`config.mk`:
```
export PLATFORM = sky130hd
export DESIGN_NAME = pport_edge_irq
export DESIGN_NICKNAME = d
export VERILOG_FILES = /design/src/rtl/pport_pkg.sv /design/src/rtl/pport_dirport.sv /design/src/rtl/pport_edge_flag.sv /design/src/rtl/pport_ien.sv /design/src/rtl/pport_edge_irq.sv
export SDC_FILE = /design/constraint.sdc
export NUM_CORES = 1
export LEC_CHECK = 0
export BUFFER_PORTS_ARGS = -buffer_cell sky130_fd_sc_hd__buf_4
export CAP_MARGIN = 20
export CORE_MARGIN = 2
export CORE_UTILIZATION = 45
export CTS_CLUSTER_SIZE = 8
export DETAILED_ROUTE_END_ITERATION = 6
export PLACE_DENSITY_LB_ADDON = 0.1
export SLEW_MARGIN = 10
export SYNTH_ARGS = -nofsm -noshare
export SYNTH_HDL_FRONTEND = slang
export SYNTH_SLANG_ARGS = --single-unit
```
`constraint.sdc`:
```
create_clock -name clk -period 2.1 [get_ports clk]
set_input_delay 0.21 -clock clk [delete_from_list [all_inputs] [get_ports clk]]
set_output_delay 0.21 -clock clk [all_outputs]
set_load 0.02 [all_outputs]
```
`src/rtl/pport_pkg.sv`:
```
package pport_pkg;
  localparam int OFF_PB_DATA = 'h0;
  localparam int OFF_PA_DATA = 'h1;
  localparam int OFF_PB_DIR  = 'h2;
  localparam int OFF_PA_DIR  = 'h3;
  localparam int OFF_CTRL    = 'hC;
  localparam int OFF_IEN     = 'hE;
  // enable bit for each edge line: index 0 = port A, 1 = port B
  localparam int IEN_BIT_A   = 1;
  localparam int IEN_BIT_B   = 4;
endpackage

```
`src/rtl/pport_dirport.sv`:
```
module pport_dirport #(
  parameter int W = 8
) (
  input  logic         clk,
  input  logic         rst_n,
  input  logic         wr_data,
  input  logic         wr_dir,
  input  logic [W-1:0] wdata,
  input  logic [W-1:0] pin_in,
  output logic [W-1:0] pin_out,
  output logic [W-1:0] pin_oe,
  output logic [W-1:0] rd_val
);
  logic [W-1:0] out_q, dir_q;

  always_ff @(posedge clk) begin
    if (!rst_n) begin
      out_q <= '0;
      dir_q <= '0;
    end else begin
      if (wr_data) out_q <= wdata;
      if (wr_dir)  dir_q <= wdata;
    end
  end

  // per-pin readback source: driven pins report the register, others the pin
  for (genvar i = 0; i < W; i++) begin : g_rb
    assign rd_val[i] = dir_q[i] ? out_q[i] : pin_in[i];
  end

  assign pin_out = out_q;
  assign pin_oe  = dir_q;
endmodule

```
`src/rtl/pport_edge_flag.sv`:
```
module pport_edge_flag #(
  parameter int STAGES = 2
) (
  input  logic clk,
  input  logic rst_n,
  input  logic line_in,
  input  logic rise_sel,
  input  logic clr,
  output logic flag,
  output logic pulse
);
  logic [STAGES-1:0] sync_q;
  logic              prev_q;
  logic              flag_q;

  always_ff @(posedge clk) begin
    if (!rst_n) begin
      sync_q <= '0;
      prev_q <= 1'b0;
      flag_q <= 1'b0;
    end else begin
      sync_q <= {sync_q[STAGES-2:0], line_in};
      prev_q <= sync_q[STAGES-1];
      if (pulse)    flag_q <= 1'b1;   // edge has priority over clear
      else if (clr) flag_q <= 1'b0;
    end
  end

  assign pulse = rise_sel ? ( sync_q[STAGES-1] & ~prev_q)
                          : (~sync_q[STAGES-1] &  prev_q);
  assign flag  = flag_q;
endmodule

```
`src/rtl/pport_ien.sv`:
```
module pport_ien #(
  parameter int W = 8
) (
  input  logic         clk,
  input  logic         rst_n,
  input  logic         wr,
  input  logic [W-1:0] wdata,
  output logic [W-2:0] en
);
  logic [W-2:0] en_q;

  always_ff @(posedge clk) begin
    if (!rst_n) en_q <= '0;
    else if (wr) begin
      if (wdata[W-1]) en_q <= en_q |  wdata[W-2:0];
      else            en_q <= en_q & ~wdata[W-2:0];
    end
  end

  assign en = en_q;
endmodule

```
`src/rtl/pport_edge_irq.sv`:
```
module pport_edge_irq
  import pport_pkg::*;
#(
  parameter int DW          = 8,
  parameter int AW          = 4,
  parameter int SYNC_STAGES = 2
) (
  input  logic          clk,
  input  logic          rst_n,
  input  logic          sel,
  input  logic          rd_en,
  input  logic          wr_en,
  input  logic [AW-1:0] addr,
  input  logic [DW-1:0] wdata,
  output logic [DW-1:0] rdata,
  input  logic [DW-1:0] pa_in,
  output logic [DW-1:0] pa_out,
  output logic [DW-1:0] pa_oe,
  input  logic [DW-1:0] pb_in,
  output logic [DW-1:0] pb_out,
  output logic [DW-1:0] pb_oe,
  input  logic          line1_a_in,
  input  logic          line1_b_in,
  output logic          line2_a_out,
  output logic          line2_a_oe,
  output logic          line2_b_out,
  output logic          line2_b_oe,
  output logic          irq_n
);
  localparam int NLINE = 2;
  localparam int LANE  = DW / NLINE;  // control-register bits per line

  logic acc, wr_q;
  logic hit_pa, hit_pb, hit_pa_dir, hit_pb_dir, hit_ctrl, hit_ien;
  logic [DW-1:0] ctrl_q;
  logic [DW-2:0] ien_q;
  logic [DW-1:0] pa_rd, pb_rd;
  logic [NLINE-1:0] line_in, clr, flag_q, pulse, l2_out, l2_oe, line_en;

  assign acc        = sel & (rd_en | wr_en);
  assign wr_q       = sel & wr_en;
  assign hit_pa     = addr == AW'(OFF_PA_DATA);
  assign hit_pb     = addr == AW'(OFF_PB_DATA);
  assign hit_pa_dir = addr == AW'(OFF_PA_DIR);
  assign hit_pb_dir = addr == AW'(OFF_PB_DIR);
  assign hit_ctrl   = addr == AW'(OFF_CTRL);
  assign hit_ien    = addr == AW'(OFF_IEN);

  pport_dirport #(.W(DW)) u_port_a (
    .clk(clk), .rst_n(rst_n),
    .wr_data(wr_q & hit_pa), .wr_dir(wr_q & hit_pa_dir),
    .wdata(wdata), .pin_in(pa_in),
    .pin_out(pa_out), .pin_oe(pa_oe), .rd_val(pa_rd)
  );

  pport_dirport #(.W(DW)) u_port_b (
    .clk(clk), .rst_n(rst_n),
    .wr_data(wr_q & hit_pb), .wr_dir(wr_q & hit_pb_dir),
    .wdata(wdata), .pin_in(pb_in),
    .pin_out(pb_out), .pin_oe(pb_oe), .rd_val(pb_rd)
  );

  always_ff @(posedge clk) begin
    if (!rst_n) ctrl_q <= '0;
    else if (wr_q & hit_ctrl) ctrl_q <= wdata;
  end

  pport_ien #(.W(DW)) u_ien (
    .clk(clk), .rst_n(rst_n),
    .wr(wr_q & hit_ien), .wdata(wdata), .en(ien_q)
  );

  assign line_in = {line1_b_in, line1_a_in};
  assign clr     = {acc & hit_pb, acc & hit_pa};
  assign line_en = {ien_q[IEN_BIT_B], ien_q[IEN_BIT_A]};

  for (genvar k = 0; k < NLINE; k++) begin : g_line
    logic [2:0] mode;
    assign mode = ctrl_q[k*LANE+3 -: 3];

    pport_edge_flag #(.STAGES(SYNC_STAGES)) u_edge (
      .clk(clk), .rst_n(rst_n),
      .line_in(line_in[k]), .rise_sel(ctrl_q[k*LANE]),
      .clr(clr[k]), .flag(flag_q[k]), .pulse(pulse[k])
    );

    assign l2_oe[k]  = mode[2] & mode[1];
    assign l2_out[k] = mode[2] & mode[1] & mode[0];
  end

  assign line2_a_out = l2_out[0];
  assign line2_a_oe  = l2_oe[0];
  assign line2_b_out = l2_out[1];
  assign line2_b_oe  = l2_oe[1];
  assign irq_n       = ~|(flag_q & line_en);

  always_comb begin
    rdata = '0;
    if (sel & rd_en) begin
      if      (hit_pb)     rdata = pb_rd;
      else if (hit_pa)     rdata = pa_rd;
      else if (hit_pb_dir) rdata = pb_oe;
      else if (hit_pa_dir) rdata = pa_oe;
      else if (hit_ctrl)   rdata = ctrl_q;
      else if (hit_ien)    rdata = {1'b1, ien_q};
    end
  end
endmodule

```
# Yosys cells after proc, flatten, opt, wreduce, memory -nomap -nowiden
# Index checks and enable logic that the tools add are counted.
# classes
eq_ne,5
mux,30
n_bitwise,28
n_reduce_logical,5
# op_table
cell,n
$mux 8,7
$mux 1,22
$and 1x1->1,19
$eq 4x2->1 const B,2
$eq 4x4->1 const B,2
$and 7x7->7,1
$mux 7,1
$not 7->7,1
$or 7x7->7,1
$eq 4x1->1 const B,1
$logic_not 4->1,1
$not 1->1,4
$reduce_bool 2->1,2
$and 2x2->2,1
$reduce_or 2->1,1
$logic_not 1->1,1
$or 1x1->1,1
# word_totals
regBits,55
inputBits,35
out_inout_bits,45
elab_cells,80

# Longest topological paths before layout
# Gate-level depths: netlist of run 1.
# depth
word_depth,8
depth_mapped,7
depth_no_buf,4

# Modules after synthesis
# A second synthesis of run 1 with hierarchy kept.
# unflattened
hier_cells,290
area_unflattened_um2,2840.2
# modules_own_cells
mod,instances,cells_each,area_per_inst_um2,seq_area_each_um2
pport_dirport,2,59,698.2,320.3
pport_edge_irq,1,114,849.6,160.2
pport_edge_flag,2,14,160.2,80.1
pport_ien,1,30,274.0,140.1

# Worst setup path before layout of run 1
# Ideal clock, no wire load.
# synth_timing
path_kind,in2out
from,input port addr[0]
to,output port rdata[0]
t_arrival_ns,1.512
t_required_ns,1.890
slack_ns,0.378
cell_stages,5
path_buffers,2
cell_sequence,buf_2 -> or4b_4 -> buf_2 -> o211ai_1 -> o221ai_1
# synth_via
elab_chain_len,8
word_cells_on_any_way,13
classes_between,eq/ne: 5; mux: 7; reduce/logical: 1
# synth_rtl
element,line_no,source
start: declaration,pport_edge_irq.sv:13,"input logic [AW-1:0] addr,"
$eq 4x4->1,pport_edge_irq.sv:47,assign hit_ien = addr == AW'(OFF_IEN);
$mux 8,pport_edge_irq.sv:105,"else if (hit_ien) rdata = {1'b1, ien_q};"
$mux 8,pport_edge_irq.sv:104,else if (hit_ctrl) rdata = ctrl_q;
$mux 8,pport_edge_irq.sv:103,else if (hit_pa_dir) rdata = pa_oe;
$mux 8,pport_edge_irq.sv:102,else if (hit_pb_dir) rdata = pb_oe;
$mux 8,pport_edge_irq.sv:101,else if (hit_pa) rdata = pa_rd;
$mux 8 *,pport_edge_irq.sv:100,if (hit_pb) rdata = pb_rd;
$mux 8 *,pport_edge_irq.sv:99,if (sel & rd_en) begin
end: declaration,pport_edge_irq.sv:15,"output logic [DW-1:0] rdata,"
# Mark *: on every way between the ends. The rest lies on a longest branch, timed or not.

# Worst setup path after layout of run 1
# layout_timing
from,"register u_port_b.dir_q[6], in the netlist u_port_b.pin_oe[6]"
to,output port rdata[6]
# layout_via
elab_chain_len,4
word_cells_on_any_way,5
classes_between,mux: 5
# layout_rtl
element,line_no,source
start: declaration,pport_dirport.sv:14,"logic [W-1:0] out_q, dir_q;"
start signal: assignment,pport_dirport.sv:22,if (wr_dir) dir_q <= wdata;
$mux 8,pport_edge_irq.sv:102,
$mux 8,pport_edge_irq.sv:101,
$mux 8 *,pport_edge_irq.sv:100,
$mux 8 *,pport_edge_irq.sv:99,
# Marks and branches as above.

==> impl_metrics.ini, run 1 <==
[timing]
rsz0062_at_grt = false
min_period_ns = 1.86
worst_pin_slew_ns = 0.739
hold_viol_final = 0
report.final.slew_viol_count = 0
clock-skew-final_ns = 0.00328
period_share = 0.887
fmax_mhz = 537
setup_viol = 0
slew_headroom = 0.506
setup_tns_ns = 0

[finish]
syn2layout_area_growth_pct = 26.3
diodes = 0
drive_gt1_frac = 0.276
fill_cells = 555
nets = 404

[die]
core_area_mm2 = 0.00599
die_w_um = 83.1
num_rows = 28
die_h_um = 83.1
io_pins = 80
start_util = 0.470
die_area_mm2 = 0.00691

[worst_setup_path]
crit_type = register to output pin
crit_chain = a22o_1 > a222oi_1 > o22ai_1 > buf_4
ff2ff_path_depth = 3
reg2reg_to = g_line[1].u_edge.flag
cp-start-kind = register
crit_required_ns = 1.89
cp.arrival_ns = 1.65
end_kind = output pin
cp_top_family = compound AO/OA/AOI/OAI gates
slowest_stage = a222oi_1
path_buf_inv = 1
cp_max_fo = 4
reg2reg_slack_ns = 1.24
timing.rr.start = ctrl_q[4]
cp_slowest_stage_delay_ns = 0.40

[grt]
antenna_found_initial = 0
grtUsageTotal = 0.223
grt_pass1_vias = 2378
overflow = 0
grt_first_pass_wirelength_mm = 12.4
grt_max_degree = 56

[run]
max_cap_violations = 0

[logic_synthesis]
yosys-top-cells-count = dfxtp_1, mux2i_1, nor2b_1
seq_area_frac_synth = 0.391
ys_types = 40
synth_top_area_cell = dfxtp_1
ys_async_sr_fraction = 0
post_synth.cell_area_avg_um2 = 9.46
yosysWarnings = 0
ys_top_cells_by_area = dfxtp_1, mux2i_1, nor2b_1
synth_top_cell_area_share = 0.391
synth.most_common_cell = dfxtp_1
synth_cells = 298
synth_fp_nets = 333
synth_seq_cells = 55
synth_edf_count = 0
synth_flop_cell = dfxtp_1
synthesis.area_mm2 = 0.00282

[clock_network]
cts_buffers = 5
insertion_delay_ns = 0.31
cts_hold_buffers = 0
clk_pin_slew_worst_paths_ns = 0.09
post_cts_resized = 0
cts_num_sinks = 55
cts_root_buf = clkbuf_8
tritoncts = yes
post_cts_buffers = 0
htreeDepth = 2
clockBufferDepth = 2

[placement]
dp_hpwl_mm = 5.50
gp_congestion = 0.886
port_buffers = 79

[drt]
num_vias = 2505
wire_per_inst_um = 17.4
dr.first_iter.drc_count = 155
firstDrtPassIters = 4
final_antenna_net_count = 0
drcViolationCount = 0
routed_wl_mm = 7.73
viasPerCell = 5.63

[min_path]
hold_depth = 2
min_to = g_line[0].u_edge.sync_q[0]
hold_path_class = primary input to register
hp-start = line1_a_in

[power]
leakage_nw = 1.40
p_sw_uw = 475
total_power_mw = 2.02
intPower_mw = 1.55
p_per_area_mw_per_mm2 = 568
combPwrFrac = 0.114
peakVddDrop_v = 0.000325
switching_share = 0.235
p_seq_frac = 0.526
clkPwrFrac = 0.360

[outcome]
status = complete, no violations
[metal layers]
metal  vias to the layer above  track usage  wire length [um]
met5                         -            0                 0
met4                         0       0.0551               109
met3                        14       0.0477               492
met2                       100        0.355              3510
met1                      1177        0.310              3620
li1                       1214            -                 -
[power by group through the flow]
stage	logic (mW)	registers [mW]	clock network [mW]
detailed placement	0.228	1.09	0
CTS	0.229	1.06	0.740
global placement	0.226	1.09	0
floorplan	0.123	1.09	0
global route	0.248	1.06	0.786
finish	0.231	1.06	0.729
[worst reg2reg max path: cells and delay by family, from the launching register on]
kind | cells | cell delay [ns]
AO/OA/AOI/OAI | 2 | 0.23
flip-flops | 1 | 0.36
AND/OR/NAND/NOR | 1 | 0.21
[worst max path at each step]
| stage | cells past startpoint | startpoint | slack, ns | endpoint |
|---|---|---|---|---|
| floorplan | 5 | addr[0] | 0.38 | rdata[0] |
| global placement | 5 | addr[0] | 0.32 | rdata[1] |
| detailed placement | 5 | addr[0] | 0.30 | rdata[1] |
| CTS | 4 | u_port_b.pin_oe[6] | 0.25 | rdata[6] |
| global route | 6 | addr[1] | 0.15 | rdata[0] |
| finish | 4 | u_port_b.pin_oe[6] | 0.24 | rdata[6] |
[cell usage in the layout, fill, tap and decap left out, types with 2 or more instances in the layout]
master    synthesis  final
buf_4             1     84
clkbuf_8          0      6
nor2_1            6      6
a22oi_1           2      2
o221ai_1          6      6
or4b_4            2      2
nor3b_1           3      3
and3_1            3      3
nand2_1          17     17
o21ai_0          20     20
nand3_1           8      8
a21boi_0          3      3
a21oi_1           6      6
o22ai_1           6      6
o211ai_1          5      5
and2_1            9      9
a21boi_1         12     12
mux2i_1          52     52
and4_1            2      2
inv_1             3      3
dfxtp_1          55     55
nor2_8            2      2
nor2b_1          41     41
[area by class of cell]
| class | count | area (um2) | share of cell area |
|---|---|---|---|
| clock buffer | 6 | 82.6 | 0.0232 |
| multi-input combinational | 220 | 1600 | 0.451 |
| inverter | 3 | 11.3 | 0.00316 |
| clock inverter | 2 | 35.0 | 0.00985 |
| sequential | 55 | 1100 | 0.309 |
| tap | 75 | 93.8 | 0.0264 |
| timing repair buffer | 84 | 631 | 0.177 |
[logic make-up after synthesis]
logic type,synth area share
muxes,0.189
and+or+nand+nor,0.225
buffers and inverters,0.0400
AOI/OAI and AO/OA,0.155
DFF,0.391
[stage by stage]
stage	hold WS, ns	instance area [um2]	setup WS, ns	std cells	utilization
after floorplan	0.337	2820	0.378	298	-
after global placement	0.414	3440	0.320	437	0.574
after detailed placement	0.422	3440	0.299	437	0.574
after CTS	0.101	3560	0.247	445	0.594
after global routing	0.103	3560	0.153	445	0.594
final	0.102	3560	0.237	445	0.594
No activity file was read; power rests on OpenSTA's default activity.
==> inputs of run 2 (changes only) <==
clock period = 1.5 ns   (was 2.1 ns; I/O delays follow)
==> run 2 against run 1 <==
The run now ends with negative setup slack left; first-iteration DRC count grew 3.2%; non-clock buffer count is 30 higher; register-to-register slack got worse by 0.59 ns; routed wire length up 4.0%; critical path type unchanged; critical endpoint unchanged; largest power group unchanged.
==> impl_metrics.ini, run 2 (synthesis results as in run 1) <==
[outcome]
status = complete, but fails checks
violations = negative setup slack

[grt]
overflow = 0
grt_first_pass_wirelength_mm = 12.9
grt_max_degree = 56
antenna_found_initial = 0
grt_pass1_vias = 2580
grtUsageTotal = 0.233

[power]
leakage_nw = 1.54
p_seq_frac = 0.555
switching_share = 0.258
p_per_area_mw_per_mm2 = 689
combPwrFrac = 0.143
clkPwrFrac = 0.302
peakVddDrop_v = 0.000461
total_power_mw = 2.68
p_sw_uw = 691
intPower_mw = 1.99

[timing]
rsz0062_at_grt = true
report.final.slew_viol_count = 0
hold_ws_ns = 0.0405
setup_tns_ns = -0.434
post-route-worst-setup-slack_ns = -0.170
min_period_ns = 1.67
fmax_mhz = 599
period_share = 1.11
slew_headroom = 0.696
setup_viol = 7
clock-skew-final_ns = 0.000541
worst_pin_slew_ns = 0.456
hold_viol_final = 0

[die]
num_rows = 28
start_util = 0.470
die_w_um = 83.1
die_area_mm2 = 0.00691
core_area_mm2 = 0.00599
die_h_um = 83.1
io_pins = 80

[worst_setup_path]
cp.arrival_ns = 1.52
critical_path.startpoint = u_port_b.pin_oe[6]
cp-start-kind = register
crit_end = rdata[6]
crit_type = register to output pin
slowest_stage = a222oi_1
crit_chain = a22o_1 > a222oi_1 > o22ai_1 > buf_4
cp_top_family = compound AO/OA/AOI/OAI gates
crit_cells = 4
reg2reg_to = g_line[1].u_edge.flag
path_buf_inv = 1
reg2reg_slack_ns = 0.65
end_kind = output pin
crit_required_ns = 1.35
cp_slowest_stage_delay_ns = 0.35
cp_max_fo = 2
ff2ff_path_depth = 3
timing.rr.start = ctrl_q[4]

[placement]
place_ws_ns = -0.102
port_buffers = 79
dp_hpwl_mm = 5.78
dp_cells = 465
gp_congestion = 0.850
placed_area_mm2 = 0.00371

[run]
max_cap_violations = 0

[drt]
wire_per_inst_um = 16.9
dr.first_iter.drc_count = 160
firstDrtPassIters = 4
viasPerCell = 5.47
routed_wl_mm = 8.05
num_vias = 2605
final_antenna_net_count = 0
drcViolationCount = 0

[finish]
regArea_mm2 = 0.00111
diodes = 0
fill_cells = 521
syn2layout_area_growth_pct = 38.0
multi_input_area_mm2 = 0.00170
mostFrequentLayoutCells = buf_4, mux2i_1, dfxtp_1
nets = 435
stdcell_area_mm2 = 0.00389
fin_cells = 476
final_common_cell = buf_4
drive_gt1_frac = 0.394
final_util = 0.649

[clock_network]
clockBufferDepth = 2
cts_num_sinks = 55
cts_hold_buffers = 0
cts_root_buf = clkbuf_8
insertion_delay_ns = 0.31
htreeDepth = 2
clk_pin_slew_worst_paths_ns = 0.09
tritoncts = yes
cts_buffers = 5

[min_path]
hold_path_class = primary input to register
hold_depth = 2
## run 2: cell count changes in the layout (fill, tap and decap cells not counted), moves of 2 or more
cell and delta:
buf_4 +27, buf_12 +2, o21ai_0 -2, o221ai_1 -5, clkinv_2 +2, dfxtp_1 -11, nor2_1 -2, o221ai_2 +5
mux2i_1 -3, mux2i_2 +2, o21ai_1 +2, dfxtp_2 +11, nor2_2 +2
## run 2: final cells by class
class	instances	area share
Tap cell	75	0.0241
Sequential cell	55	0.287
Inverter	3	0.00290
Clock inverter	3	0.00386
Multi-Input combinational cell	221	0.437
Timing Repair Buffer	114	0.227
Clock buffer	5	0.0177
## run 2: power by group through the flow
stage          clock network, mW  registers [mW]  logic, mW
6_report                   0.809            1.49      0.384
4_1_cts                    0.821            1.49      0.372
2_1_floorplan                  0            1.53      0.183
3_5_place_dp                   0            1.52      0.365
5_1_grt                    0.857            1.49      0.413
3_3_place_gp                   0            1.52      0.362
## run 2: worst min-delay path by stage
stage | from | endpoint
CTS | line1_b_in | g_line[1].u_edge.sync_q[0]
detailed placement | line1_b_in | g_line[1].u_edge.sync_q[0]
floorplan | line1_a_in | g_line[0].u_edge.sync_q[0]
finish | line1_b_in | g_line[1].u_edge.sync_q[0]
global placement | line1_b_in | g_line[1].u_edge.sync_q[0]
global route | line1_b_in | g_line[1].u_edge.sync_q[0]
## run 2: what timing repair did
action	4_1_cts	5_1_grt
setup buffers	1	1
pin swaps	5	5
gates resized for setup	9	17
gates cloned	1	0
setup endpoints to repair	8	8
## run 2: metal layers
metal	GRT usage	wire length (um)	up-vias
met5	0	0	-
met1	0.305	3710	1227
met2	0.394	3740	86
met4	0.0626	188	0
met3	0.0408	409	14
li1	-	-	1278
==> inputs of run 3 (changes only) <==
CAP_MARGIN = unset   (was 20)
CELL_PAD_IN_SITES_DETAIL_PLACEMENT = 0   (was unset)
CELL_PAD_IN_SITES_GLOBAL_PLACEMENT = 2   (was unset)
CORE_UTILIZATION = 28   (was 45)
==> run 3 against run 2 <==
The flow still finishes with violations (negative setup slack); clock skew increased by 0.00062 ns; count of clock-buffer cells in the layout increased by 3; first-iteration DRC count decreased by 64%; global-route usage decreased by 6.1 points; via count decreased by 2.9%; worst setup slack got worse by 0.084 ns; clock power increased by 13%; worst hold slack got worse by 0.0016 ns; routed wire length increased by 15%; sequential cell count unchanged; sequential share of layout area decreased by 0.73 points.
==> impl_metrics.ini, run 3 (synthesis results as in run 1) <==
[outcome]
status = complete, but fails checks
violations = negative setup slack

[placement]
place_ws_ns = -0.140
placed_area_mm2 = 0.00379
dp_hpwl_mm = 6.91
port_buffers = 79
gp_congestion = 0.784

[power]
peakVddDrop_v = 0.000416
leakage_nw = 1.56
p_per_area_mw_per_mm2 = 696
total_power_mw = 2.79

[finish]
syn2layout_area_growth_pct = 42.4
fill_cells = 1024
final_common_cell = buf_4
stdcell_area_mm2 = 0.00401
diodes = 0
multi_input_area_mm2 = 0.00170
mostFrequentLayoutCells = buf_4, mux2i_1, dfxtp_1
drive_gt1_frac = 0.400
nets = 437
regArea_mm2 = 0.00112

[die]
core_area_mm2 = 0.00977
start_util = 0.288
die_area_mm2 = 0.0109
die_w_um = 104
num_rows = 36
die_h_um = 104
io_pins = 80

[worst_setup_path]
cp.arrival_ns = 1.60
cp-start-kind = register
reg2reg_to = g_line[1].u_edge.flag
cp_max_fo = 2
crit_type = register to output pin
end_kind = output pin
reg2reg_slack_ns = 0.65
ff2ff_path_depth = 3
timing.rr.start = ctrl_q[4]
crit_required_ns = 1.35

[grt]
grt_pass1_vias = 2553
grt_first_pass_wirelength_mm = 14.6
grtUsageTotal = 0.172
grt_max_degree = 56
overflow = 0
antenna_found_initial = 0

[timing]
hold_ws_ns = 0.0389
clock-skew-final_ns = 0.00117
min_period_ns = 1.75
rsz0062_at_grt = true
slew_headroom = 0.670
hold_viol_final = 0
post-route-worst-setup-slack_ns = -0.254
setup_viol = 7
worst_pin_slew_ns = 0.495
fmax_mhz = 570
period_share = 1.17
report.final.slew_viol_count = 0

[drt]
dr.first_iter.drc_count = 58
firstDrtPassIters = 4
drcViolationCount = 0
routed_wl_mm = 9.27
num_vias = 2529
wire_per_inst_um = 17.3
viasPerCell = 4.72
final_antenna_net_count = 0

[clock_network]
cts_hold_buffers = 0
htreeDepth = 2
cts_buffers = 5
tritoncts = yes
cts_num_sinks = 55
clockBufferDepth = 2
clk_pin_slew_worst_paths_ns = 0.10
cts_root_buf = clkbuf_8
insertion_delay_ns = 0.31

[min_path]
hold_path_class = primary input to register
hp-start = line1_b_in
hold_depth = 2
min_to = g_line[1].u_edge.sync_q[0]

[run]
max_cap_violations = 0
==> run 3: how the worst max path moves through the flow <==
stage                       startpoint  endpoint  slack, ns  cells past startpoint
global route                  register  rdata[6]      -0.34                      5
finish              u_port_b.pin_oe[6]  rdata[6]      -0.25                      5
CTS                 u_port_b.pin_oe[6]  rdata[6]      -0.29                      5
detailed placement             addr[2]  rdata[6]      -0.14                      7
floorplan                      addr[2]  rdata[1]      0.001                      5
global placement               addr[2]  rdata[6]      -0.14                      7
==> run 3: final cells by class <==
cell class	instances	area share
multi-input combinational	220	0.425
tap	133	0.0415
timing repair buffer	117	0.226
sequential	55	0.279
clock buffer	8	0.0249
inverter	3	0.00374
==> run 3: metal layers <==
layer	track usage	share of wire	vias up
met5	0	0	-
met4	0.0376	0.0092	0
met3	0.0251	0.033	6
met1	0.234	0.49	1196
li1	-	-	1272
met2	0.287	0.47	55
==> run 3: power breakdown <==
part / switching, mW / internal, mW / total, mW / leakage (nW)
logic: 0.201 / 0.195 / 0.396 / 1.06
clock network: 0.490 / 0.423 / 0.913 / 0.0515
registers: 0.0120 / 1.47 / 1.48 / 0.451
==> run 3: metrics by stage <==
stage	TNS, ns	std cells	utilization
5_1_grt	-0.904	536	0.411
4_1_cts	-0.683	536	0.405
6_report	-0.487	536	0.411
3_3_place_gp	-1.66	526	0.388
2_1_floorplan	0	298	-
3_5_place_dp	-2.03	526	0.388
==> run 3: repair_timing <==
action                                  CTS  global route
resized for setup                        17            16
pin swaps                                 3             7
endpoints found under the setup margin    8             8
buffers inserted                          2             0
==> run 3: critical path: stages, from the launching register on <==
cell and delay, ns:
dfxtp_2 0.34, a22o_1 0.21, a222oi_1 0.37, buf_4 0.18
o22ai_2 0.06, buf_6 0.14
